==> src/rtl/tick_pkg.sv <==
package tick_pkg;
  // Width needed to hold counts 0 .. n-1, never less than one bit.
  function automatic int unsigned cnt_bits(input int unsigned n);
    int unsigned w;
    w = 1;
    while ((32'd1 << w) < n) w = w + 1;
    return w;
  endfunction
endpackage

==> src/rtl/tick_rst_sync.sv <==
module tick_rst_sync (
  input  logic clk,
  input  logic rst_n,
  output logic rst_sync_n
);
  logic stage1_q;
  logic stage2_q;

  always_ff @(posedge clk or negedge rst_n) begin
    if (!rst_n) begin
      stage1_q <= 1'b0;
      stage2_q <= 1'b0;
    end else begin
      stage1_q <= 1'b1;
      stage2_q <= stage1_q;
    end
  end

  assign rst_sync_n = stage2_q;

`ifndef SYNTHESIS
  // the synchronized reset never releases while the raw reset is low
  p_sync_follows_r1: assert property (@(posedge clk) !rst_n |-> !rst_sync_n);
`endif
endmodule

==> src/rtl/tick_counter.sv <==
module tick_counter #(
  parameter int unsigned PERIOD_CYCLES = 500_000
) (
  input  logic clk,
  input  logic rst_n,
  input  logic clear,
  input  logic run,
  output logic at_end
);
  localparam int unsigned CNT_W = tick_pkg::cnt_bits(PERIOD_CYCLES);
  localparam logic [CNT_W-1:0] LAST = CNT_W'(PERIOD_CYCLES - 1);

  logic [CNT_W-1:0] cnt_q;
  logic [CNT_W-1:0] cnt_d;
  logic             cnt_en;

  assign at_end = (cnt_q == LAST);
  assign cnt_en = clear | (run & ~at_end);

  always_comb begin
    if (clear) cnt_d = '0;
    else       cnt_d = cnt_q + CNT_W'(1);
  end

  always_ff @(posedge clk or negedge rst_n) begin
    if (!rst_n)      cnt_q <= '0;
    else if (cnt_en) cnt_q <= cnt_d;
  end

`ifndef SYNTHESIS
  // a clear always leaves the count at zero on the next cycle
  p_restart_r6: assert property (@(posedge clk) disable iff (!rst_n)
    clear |=> (cnt_q == '0));
  // once at the end the count waits there until cleared
  p_hold_end_r5: assert property (@(posedge clk) disable iff (!rst_n)
    (at_end && !clear) |=> (at_end && $stable(cnt_q)));
  // while stopped the count does not move
  p_stopped_r5: assert property (@(posedge clk) disable iff (!rst_n)
    (!run && !clear) |=> $stable(cnt_q));
`endif
endmodule

==> src/rtl/tick_irq_hold.sv <==
module tick_irq_hold (
  input  logic clk,
  input  logic rst_n,
  input  logic ack,
  input  logic expired,
  output logic irq
);
  logic irq_q;
  logic irq_d;

  always_comb begin
    irq_d = irq_q;
    if (ack)          irq_d = 1'b0;
    else if (expired) irq_d = 1'b1;
  end

  always_ff @(posedge clk or negedge rst_n) begin
    if (!rst_n) irq_q <= 1'b0;
    else        irq_q <= irq_d;
  end

  assign irq = irq_q;

`ifndef SYNTHESIS
  // the line only rises after the count reached its end
  p_rise_on_end_r2: assert property (@(posedge clk) disable iff (!rst_n)
    $rose(irq_q) |-> $past(expired));
  // a pending interrupt survives every cycle without acknowledge
  p_irq_held_r3: assert property (@(posedge clk) disable iff (!rst_n)
    (irq_q && !ack) |=> irq_q);
  // an acknowledge always lowers the line
  p_ack_clears_r4: assert property (@(posedge clk) disable iff (!rst_n)
    ack |=> !irq_q);
`endif
endmodule

==> src/rtl/interval_irq_timer.sv <==
module interval_irq_timer #(
  parameter int unsigned PERIOD_CYCLES = 500_000
) (
  input  logic clk,
  input  logic rst_n,
  input  logic ack_i,
  output logic irq_o
);
  logic rst_int_n;
  logic at_end;
  logic irq;

  tick_rst_sync u_sync (
    .clk        (clk),
    .rst_n      (rst_n),
    .rst_sync_n (rst_int_n)
  );

  tick_counter #(.PERIOD_CYCLES(PERIOD_CYCLES)) u_cnt (
    .clk    (clk),
    .rst_n  (rst_int_n),
    .clear  (ack_i),
    .run    (~irq),
    .at_end (at_end)
  );

  tick_irq_hold u_irq (
    .clk     (clk),
    .rst_n   (rst_int_n),
    .ack     (ack_i),
    .expired (at_end),
    .irq     (irq)
  );

  assign irq_o = irq;

`ifndef SYNTHESIS
  initial begin
    if (PERIOD_CYCLES < 2)
      $display("interval_irq_timer: PERIOD_CYCLES below 2 is unsupported (R9)");
  end
  // no interrupt while the block is held in reset
  p_reset_low_r1: assert property (@(posedge clk) !rst_int_n |-> !irq_o);
`endif
endmodule

==> config.mk <==
export PLATFORM = sky130hd
export DESIGN_NAME = interval_irq_timer
export DESIGN_NICKNAME = d
export VERILOG_FILES = /design/src/rtl/tick_pkg.sv /design/src/rtl/tick_rst_sync.sv /design/src/rtl/tick_counter.sv /design/src/rtl/tick_irq_hold.sv /design/src/rtl/interval_irq_timer.sv
export SDC_FILE = /design/constraint.sdc
export NUM_CORES = 1
export LEC_CHECK = 0
export BUFFER_PORTS_ARGS = -buffer_cell sky130_fd_sc_hd__buf_2
export CAP_MARGIN = 10
export CORE_MARGIN = 1.5
export CORE_UTILIZATION = 63
export DETAILED_ROUTE_END_ITERATION = 8
export PLACE_DENSITY_LB_ADDON = 0.12
export SYNTH_ARGS = -nofsm -noshare
export SYNTH_HDL_FRONTEND = slang
export SYNTH_SLANG_ARGS = --single-unit
==> constraint.sdc <==
create_clock -name clk -period 1.6 [get_ports clk]
set_clock_uncertainty 0.2 [all_clocks]
set_input_delay 0.32 -clock clk [delete_from_list [all_inputs] [get_ports clk]]
set_output_delay 0.32 -clock clk [all_outputs]
set_load 0.01 [all_outputs]
==> results_dict.tcl, run 1 <==
set metrics [dict create \
    ys_types 33 \
    placed_area_um2 1450 \
    yosys-top-cells-count "dfrtp_1, nor2_1, a21oi_1, nand2_1" \
    die_w_um 45.3 \
    h-tree-depth 1 \
    synth_top_area_share_pct 48.8 \
    async_flop_share_pct 100 \
    yosysWarnings 0 \
    grt_max_degree 21 \
    worst-ep-kind "register input" \
    io_buffers 3 \
    muxShareOfSynthArea_pct 1.89 \
    yosys.area_share.simple_pct 28.9 \
    error "[ERROR DPL-0038] Utilization greater than 100%, impossible to legalize" \
    globalplace.congestion 0.843 \
    placementRows 15 \
    numCtsBuffers 3 \
    yosysTopAreaCell "dfrtp_1" \
    synth_top_family_by_area "simple AND/OR/NAND/NOR gates" \
    status "did not finish" \
    synth_xor_area_share_pct 4.66 \
    failing_step "global routing" \
    avgSynthCellArea_um2 9.64 \
    synth_area_um2 1130 \
    initial_core_util_pct 66.0 \
    dp.cells 174 \
    synthCells 117 \
    synth-compound-area-share_pct 11.0 \
    synth-adder-area-share_pct 1.11 \
    fp.dieH_um 45.3 \
    syn_nets 121 \
    ys_seq_area_share_pct 48.8 \
    synthFlopType "dfrtp_1" \
    cts_buffer_depth 2 \
    yosysMostFrequentCell "dfrtp_1" \
    synth-edff-count 0 \
    ys_ff_latch 22 \
    worstEndpointGrtRepair "u_cnt.cnt_q[18]$_DFFE_PN0P_/D" \
    hpwl_um 2020 \
    yosys-top-cells-area "dfrtp_1, or4_1, or3_1" \
    io_pins 4 \
    cts.sinks 22 \
    cts-root-buf "clkbuf_4" \
]
## logic make-up after synthesis
| logic type | after synthesis |
|---|---|
| buf+inv | 10 |
| flops | 22 |
| mux | 2 |
| other cells | 1 |
| fa+ha+maj | 1 |
| compound gates | 20 |
| simple gates | 55 |
| xor+xnor | 6 |
## timing repair
item	CTS
hold endpoints to repair	2
resized for setup	24
hold buffers	1
setup buffers	6
setup endpoints to repair	20
pin swaps	5
## stage by stage
stage	util, %	setup WS (ns)	TNS (ns)
4_1_cts	95.9	-0.363	-3.65
3_5_place_dp	84.7	-0.344	-3.45
2_1_floorplan	-	-0.360	-2.02
3_3_place_gp	84.7	-0.267	-2.77
==> run 2: changes to the inputs <==
CORE_AREA = 2 2 63 65   (was unset)
CORE_MARGIN = unset   (was 1.5)
CORE_UTILIZATION = unset   (was 63)
DIE_AREA = 0 0 65 67   (was unset)
PLACE_DENSITY_LB_ADDON = 0.15   (was 0.12)
==> run 2 against run 1 <==
  * The flow now finishes, with violations (negative setup slack)
  * Synthesized cell count unchanged
  * Area after synthesis unchanged
==> results_dict.tcl, run 2 <==
set metrics [dict create \
    gr-total-overflow 0 \
    hold_violations 0 \
    holdWs_ns 0.0128 \
    worst_slack_ns -0.355 \
    r2r_slack_ns -0.36 \
    avgSynthCellArea_um2 9.64 \
    synth_area_um2 1130 \
    fp.dieH_um 67 \
    hpwl_um 2040 \
    ys_seq_area_share_pct 48.8 \
    final_layout_size_suffix_gt1_share_pct 46.8 \
    h-tree-depth 1 \
    vdd_drop_max_uv 298 \
    initial_core_util_pct 31.3 \
    arrival_ns 1.95 \
    grt_usage_pct 15.7 \
    r2r_end "u_cnt.cnt_q[18]" \
    cp_data_required_time_ns 1.60 \
    cp_max_fo 3 \
    cts.sinks 22 \
    dr_total_vias 1025 \
    cpMaxStageDelayCell "or4_4" \
    top_register "u_cnt.cnt_q" \
    yosysTopAreaCell "dfrtp_1" \
    drv_cap 0 \
    drc 0 \
    placementRows 22 \
    ant_nets 0 \
    clk_latency_ns 0.26 \
    worst-path-buf-inv 0 \
    yosysMostFrequentCell "dfrtp_1" \
    tritoncts "built" \
    drtIter0Drc 44 \
    io_buffers 3 \
    rsz0062_at_grt "true" \
    layout_commonest_cell "buf_4" \
    crit_type "register to register" \
    yosys-top-cells-area "dfrtp_1, or4_1, or3_1" \
    grt_pass1_wl_um 5180 \
    globalplace.congestion 0.783 \
    finalCriticalPeriod_ns 1.96 \
    synth-edff-count 0 \
    die_w_um 65 \
    design.core.area_um2 3610 \
    fin_setup_tns_ns -3.44 \
    powerDensity_nw_per_um2 609 \
    r2r-start "u_irq.irq" \
    yosysWarnings 0 \
    status "complete, but fails checks" \
    setup_violations 17 \
    dr.max_layer_used "met4" \
    numCtsBuffers 3 \
    synth_top_area_share_pct 48.8 \
    viasPerCell 4.98 \
    post-route-period-util_pct 122 \
    dr_wl_met2_um 1460 \
    reg2regPathDepth 4 \
    power.total_mw 1.04 \
    cts-root-buf "clkbuf_8" \
    utilization_pct 47.3 \
    async_flop_share_pct 100 \
    grt_pass1_vias 1109 \
    critical_path.cell_chain "nand3b_1, or4_4, or4_4, a21oi_2" \
    clk_pin_slew_ns 0.08 \
    n_antenna_cell 0 \
    yosys-top-cells-count "dfrtp_1, nor2_1, a21oi_1, nand2_1" \
    synthFlopType "dfrtp_1" \
    ys_types 33 \
    endpoint_kind "register" \
    ys_ff_latch 22 \
    antenna_found_initial 0 \
    cp-start-kind "register" \
    fmaxAchievable_mhz 511 \
    layout_common_cells "buf_4, dfrtp_1, nand2_1, nor2_1" \
    routedWlPerCell_um 14.2 \
    syn_nets 121 \
    cellLeakagePower_nw 0.742 \
    first_pass_iters 4 \
    drv_slew 0 \
    holdCritPathClass "register to async pin" \
    cts_buffer_depth 2 \
    io_pins 4 \
    cp_common_cell "or4_4" \
    largest_reg_flops 19 \
    wl_met3_um 36 \
    fillers 348 \
    synthCells 117 \
    routed_wl_um 2930 \
    nets 163 \
    violations "negative setup slack" \
    grt_max_degree 21 \
    syn2layout_area_growth_pct 51.4 \
    slowest_delay_ns 0.52 \
    drt-met1-wl_um 1390 \
    die_area_um2 4360 \
    critical_path.top_delay_family "simple AND/OR/NAND/NOR gates" \
]
-- run 2: cell counts after synthesis --
No cell type changed its count.
-- run 2: stage by stage --
step | cells | setup WS [ns] | cell area (um2)
after floorplan | 117 | -0.360 | 1170
after global placement | 200 | -0.299 | 1500
after detailed placement | 200 | -0.371 | 1500
after CTS | 205 | -0.357 | 1620
after global routing | 206 | -0.420 | 1710
final | 206 | -0.355 | 1710
-- run 2: what timing repair did --
action,in CTS,in global routing
hold buffers,1,0
setup buffers,0,2
pin swaps,4,10
endpoints found under the setup margin,19,20
resized for setup,13,21
endpoints found under the hold margin,2,0
-- run 2: worst register-to-register path: cells and delay by family, from the launching register on --
kind               cells  cell delay [ns]
and+or+nand+nor        3             1.16
DFF                    1             0.40
AOI/OAI and AO/OA      1             0.13
-- run 2: logic make-up (layout without fill, tap and decap cells) --
logic type / after synthesis / in the layout / synth area share [%]
compound gates: 20 / 20 / 11.0
xor+xnor: 6 / 6 / 4.66
fa+ha+maj: 1 / 1 / 1.11
buf+inv: 10 / 51 / 3.33
flops: 22 / 22 / 48.8
mux: 2 / 2 / 1.89
other cells: 1 / 1 / 0.333
simple gates: 55 / 55 / 28.9
-- run 2: cell type report --
type | count | area (um2) | share of cell area, %
clock buffers | 4 | 55.1 | 3.23
inverters | 6 | 22.5 | 1.32
multi-input cells | 85 | 692 | 40.5
flip-flops and latches | 22 | 552 | 32.3
well taps | 48 | 60.1 | 3.52
repair buffers | 41 | 325 | 19.1
-- run 2: power by group --
| group | switching (mW) | internal, mW | leakage [nW] | total, mW |
|---|---|---|---|---|
| registers | 0.00988 | 0.565 | 0.299 | 0.575 |
| logic | 0.0355 | 0.0279 | 0.415 | 0.0634 |
| clock network | 0.182 | 0.219 | 0.0288 | 0.401 |
| total | 0.227 | 0.812 | 0.742 | 1.04 |
-- run 2: worst max-delay path by stage --
stage                         startpoint              end  slack [ns]  depth (start not counted)
after floorplan                u_irq.irq  u_cnt.cnt_q[18]       -0.36                          4
after global placement    u_cnt.cnt_q[1]  u_cnt.cnt_q[15]       -0.30                          4
after detailed placement  u_cnt.cnt_q[1]  u_cnt.cnt_q[15]       -0.37                          4
after CTS                 u_cnt.cnt_q[1]  u_cnt.cnt_q[18]       -0.36                          5
after global routing           u_irq.irq  u_cnt.cnt_q[18]       -0.42                          4
final                          u_irq.irq  u_cnt.cnt_q[18]       -0.36                          4
-- run 2: per-layer routing --
layer | vias to the layer above | global-route usage, %
met4 | 0 | 5.59
met1 | 505 | 20.3
li1 | 510 | -
met3 | 4 | 3.21
met2 | 6 | 25.9
met5 | - | 0
No activity file was read; power rests on OpenSTA's default activity.
==> run 3: changes to the inputs <==
SETUP_SLACK_MARGIN = 0.3   (was unset)
==> run 3 against run 2 <==
  * Critical path depth unchanged
  * Critical endpoint unchanged
  * First-iteration DRC count up 4.5%
  * Hold slack worse by 0.0012 ns
  * Fmax up 1.6%
  * The run still ends with negative setup slack left
  * Global-route usage down 0.21 points
  * Largest cell class unchanged
==> results_dict.tcl, run 3 (synthesized netlist as in run 2, its figures left out) <==
set metrics [dict create \
    initial_core_util_pct 31.3 \
    placementRows 22 \
    cp_max_fo 4 \
    top_register "u_cnt.cnt_q" \
    setup_violations 20 \
    reg2regPathDepth 4 \
    drv_cap 0 \
    placed_area_um2 1490 \
    post-route-period-util_pct 120 \
    powerDensity_nw_per_um2 640 \
    power_frac_clock_pct 45.3 \
    utilization_pct 50.9 \
    post-route-cell-area_um2 1840 \
    arrival_ns 1.93 \
    io_pins 4 \
    r2r_slack_ns -0.32 \
    first_pass_iters 4 \
    layout_commonest_cell "buf_4" \
    clk_pin_slew_ns 0.09 \
    syn2layout_area_growth_pct 62.8 \
    crit_type "register to register" \
    routedWlPerCell_um 14.2 \
    status "complete, but fails checks" \
    routed_wl_um 2990 \
    cts_buffer_depth 2 \
    r2r-start "u_cnt.cnt_q[9]" \
    n_antenna_cell 0 \
    design.core.area_um2 3610 \
    die_area_um2 4360 \
    power.internal_uw 931 \
    drtIter0Drc 46 \
    drc 0 \
    r2r_end "u_cnt.cnt_q[18]" \
    tritoncts "built" \
    rsz0062_at_grt "true" \
    cts.sinks 22 \
    die_w_um 65 \
    dp.cells 198 \
    p_comb_share_pct 5.7 \
    grt_pass1_vias 1191 \
    cellLeakagePower_nw 0.837 \
    ant_nets 0 \
    hold_violations 0 \
    grt_pass1_wl_um 5240 \
    holdCritPathClass "register to async pin" \
    cp_data_required_time_ns 1.60 \
    antenna_found_initial 0 \
    finalCriticalPeriod_ns 1.92 \
    h-tree-depth 1 \
    drv_slew 0 \
    grt_usage_pct 15.5 \
    hpwl_um 2060 \
    vdd_drop_max_uv 352 \
    endpoint_kind "register" \
    cts-root-buf "clkbuf_8" \
    globalplace.congestion 0.750 \
    gr-total-overflow 0 \
    clk_latency_ns 0.27 \
    grt_max_degree 21 \
    fp.dieH_um 67 \
    final_cell_count_no_fill 211 \
    dr_total_vias 1058 \
    io_buffers 3 \
    numCtsBuffers 3 \
    viasPerCell 5.01 \
    largest_reg_flops 19 \
    layout_common_cells "buf_4, dfrtp_1, nand2_1, buf_6, nor2_1" \
    cp-start-kind "register" \
    sw_frac_of_total_pct 20.7 \
    power_switching_uw 243 \
    violations "negative setup slack" \
    nets 168 \
    fmaxAchievable_mhz 520 \
    seq_power_share_pct 49.0 \
    worst_slack_ns -0.324 \
    final_layout_size_suffix_gt1_share_pct 53.4 \
]
run 3: cell count changes in the layout (fill, tap and decap cells not counted), sizes merged:
cell    change
clkbuf      -1
buf         +5
bufinv      +1
run 3: final cells by class:
type	count	area (um2)
clock buffer	3	41.3
clock inverter	1	30.0
fill	334	1770
inverter	6	22.5
multi-input combinational	85	736
sequential	22	553
tap	48	60.1
timing repair buffer	46	393
run 3: worst max-delay path by stage:
stage | depth (start not counted) | endpoint | slack [ns] | startpoint
global placement | 5 | u_cnt.cnt_q[18] | -0.32 | u_cnt.cnt_q[0]
floorplan | 4 | u_cnt.cnt_q[18] | -0.36 | u_irq.irq
detailed placement | 4 | u_cnt.cnt_q[15] | -0.35 | u_cnt.cnt_q[0]
CTS | 5 | u_cnt.cnt_q[18] | -0.32 | u_cnt.cnt_q[1]
global route | 4 | u_cnt.cnt_q[18] | -0.39 | u_irq.irq
finish | 4 | u_cnt.cnt_q[18] | -0.32 | u_cnt.cnt_q[9]
run 3: metrics by stage:
stage	total power [mW]	hold slack (ns)	setup TNS (ns)	setup WS (ns)
after floorplan	0.616	-0.176	-2.03	-0.360
after global placement	0.641	-0.0958	-3.44	-0.317
after detailed placement	0.642	-0.0921	-3.77	-0.353
after CTS	1.19	0.0220	-3.63	-0.321
after global routing	1.22	0.0444	-4.61	-0.393
final	1.17	0.0115	-3.14	-0.324
run 3: repair_timing:
action,4_1_cts,5_1_grt
hold endpoints to repair,2,0
setup endpoints to repair,21,21
hold buffers,1,0
setup buffers,4,4
resized for setup,25,21
pin swaps,11,9
run 3: metal layers:
metal / wire length, um / track usage (%) / up-vias
li1: - / - / 521
met1: 1350 / 19.5 / 517
met2: 1500 / 26.2 / 11
met3: 61 / 2.87 / 9
met4: 76 / 6.12 / 0
met5: 0 / 0 / -
run 3: critical path, cell delays in order, from the launching register on:
cell,delay [ns]
dfrtp_1,0.44
nand3_2,0.12
or4_4,0.55
or4_4,0.42
a21oi_2,0.12
run 3: power by group through the flow:
stage	logic [mW]	registers [mW]	clock network (mW)
global route	0.0773	0.577	0.563
finish	0.0669	0.575	0.532
floorplan	0.0239	0.592	0
global placement	0.0565	0.585	0
detailed placement	0.0567	0.585	0
CTS	0.0641	0.574	0.547
==> run 4: changes to the inputs <==
RECOVER_POWER = 25   (was unset)
==> run 4 against run 3 <==
  * The run still ends with negative setup slack left
  * Critical path type unchanged
  * Die area did not move
  * Register-to-register slack hardly changed
  * Fmax about the same
  * Cell area shrank 0.20%
  * Routed wire length did not move
  * Core utilization shrank 0.10 points
  * Critical endpoint unchanged
  * Highest routed layer unchanged
  * Count of clock-buffer cells in the layout unchanged
  * Power decreased by 0.11%
==> results_dict.tcl, run 4 (synthesized netlist as in run 2, its figures left out) <==
set metrics [dict create \
    status "complete, but fails checks" \
    violations "negative setup slack" \
    fp.dieH_um 67 \
    tightest_slew_ns 0.535 \
    routedWlPerCell_um 14.2 \
    die_area_um2 4360 \
    h-tree-depth 1 \
    cp_data_required_time_ns 1.60 \
    rsz0062_at_grt "true" \
    post-route-period-util_pct 120 \
    antenna_found_initial 0 \
    grt_usage_pct 15.5 \
    drv_cap 0 \
    viasPerCell 5.01 \
    gr-total-overflow 0 \
    grt_pass1_wl_um 5240 \
    finalCriticalPeriod_ns 1.92 \
    routed_wl_um 2990 \
    grt_max_degree 21 \
    final_layout_size_suffix_gt1_share_pct 52.8 \
    syn2layout_area_growth_pct 62.5 \
    cellLeakagePower_nw 0.834 \
    cp_common_cell "or4_4" \
    utilization_pct 50.8 \
    cp-start-kind "register" \
    first_pass_iters 4 \
    io_buffers 3 \
    r2r-start "u_cnt.cnt_q[9]" \
    layout_commonest_cell "buf_4" \
    seqCellArea_um2 553 \
    cp-startpoint "u_cnt.cnt_q[9]" \
    arrival_ns 1.93 \
    endpoint_kind "register" \
    powerDensity_nw_per_um2 640 \
    vdd_drop_max_uv 352 \
    largest_reg_flops 19 \
    slowest_delay_ns 0.55 \
    placed_area_um2 1490 \
    placementRows 22 \
    n_antenna_cell 0 \
    fillers 335 \
    top_register "u_cnt.cnt_q" \
    setup_violations 20 \
    cpMaxStageDelayCell "or4_4" \
    globalplace.congestion 0.750 \
    layout_common_cells "buf_4, dfrtp_1, nand2_1, buf_6, nor2_1" \
    initial_core_util_pct 31.3 \
    hpwl_um 2060 \
    holdWs_ns 0.103 \
    grt_pass1_vias 1191 \
    nets 168 \
    crit_type "register to register" \
    slew_headroom_pct 64.3 \
    holdCritPathClass "register to async pin" \
    tritoncts "built" \
    critical_path.cell_chain "nand3_2, or4_4, or4_4, a21oi_2" \
    cts_buffer_depth 2 \
    drv_slew 0 \
    numCtsBuffers 3 \
    io_pins 4 \
    cp_max_fo 4 \
    clk_pin_slew_ns 0.09 \
    dr_total_vias 1057 \
    drtIter0Drc 46 \
    post-route-cell-area_um2 1830 \
    hold_violations 0 \
    drc 0 \
    design.core.area_um2 3610 \
    die_w_um 65 \
    worst_slack_ns -0.324 \
    multi_input_area_um2 736 \
    ant_nets 0 \
    clk_latency_ns 0.27 \
    fmaxAchievable_mhz 520 \
    cts-root-buf "clkbuf_8" \
    cts.sinks 22 \
    power.total_mw 1.17 \
]
[run 4: changes by cell type in the layout (fill, tap and decap cells not counted), sizes merged]
| cell | previous run | this run |
|---|---|---|
| clkbuf | 3 | 5 |
| buf | 45 | 43 |
[run 4: final timing paths]
| kind | endpoint | slack [ns] | depth (start not counted) |
|---|---|---|---|
| worst max-delay path | u_cnt.cnt_q[18] | -0.32 | 4 |
| worst min-delay path | u_cnt.cnt_q[6] | 0.10 | 1 |
| worst max register to register | u_cnt.cnt_q[18] | -0.32 | 4 |
| worst min register to register | u_cnt.cnt_q[6] | 0.10 | 1 |
| max in group asynchronous | u_cnt.cnt_q[1] | 0.71 | 1 |
| min in group clk | u_sync.rst_sync_n | 0.16 | 0 |
[run 4: timing repair]
action / in CTS / in global routing
hold endpoints to repair: 2 / 0
setup buffers: 4 / 4
hold buffers: 1 / 0
setup endpoints to repair: 21 / 21
pin swaps: 11 / 9
gates resized for setup: 25 / 21
[run 4: area by class of cell]
cell class / instances / share of cell area, %
inverters: 6 / 1.23
clock inverters: 1 / 1.64
well taps: 48 / 3.28
multi-input cells: 85 / 40.2
flip-flops and latches: 22 / 30.2
repair buffers: 46 / 21.2
clock buffers: 3 / 2.25
[run 4: metal layers]
layer	share of wire, %	routed length [um]	vias to the layer above	track usage [%]
met3	2.0	61	9	2.87
met2	50	1500	11	26.2
met5	0	0	-	0
met4	2.5	76	0	6.12
met1	45	1350	516	19.5
li1	-	-	521	-
[run 4: worst max-delay path, delay by kind of cell (launching register included)]
family | cells | cell delay, ns
simple gates | 3 | 1.09
compound gates | 1 | 0.12
flops | 1 | 0.44
[run 4: report_power, final]
group	internal, mW	switching, mW	leakage, nW	total, mW
Sequential	0.565	0.00979	0.298	0.575
Clock	0.335	0.198	0.0357	0.532
Combinational	0.0299	0.0358	0.501	0.0657
Total	0.930	0.243	0.834	1.17
[run 4: through the flow]
step	worst slack [ns]	TNS (ns)	cells
after floorplan	-0.360	-2.03	117
after global placement	-0.317	-3.44	198
after detailed placement	-0.353	-3.77	198
after CTS	-0.321	-3.63	207
after global routing	-0.393	-4.61	211
final	-0.324	-3.14	211
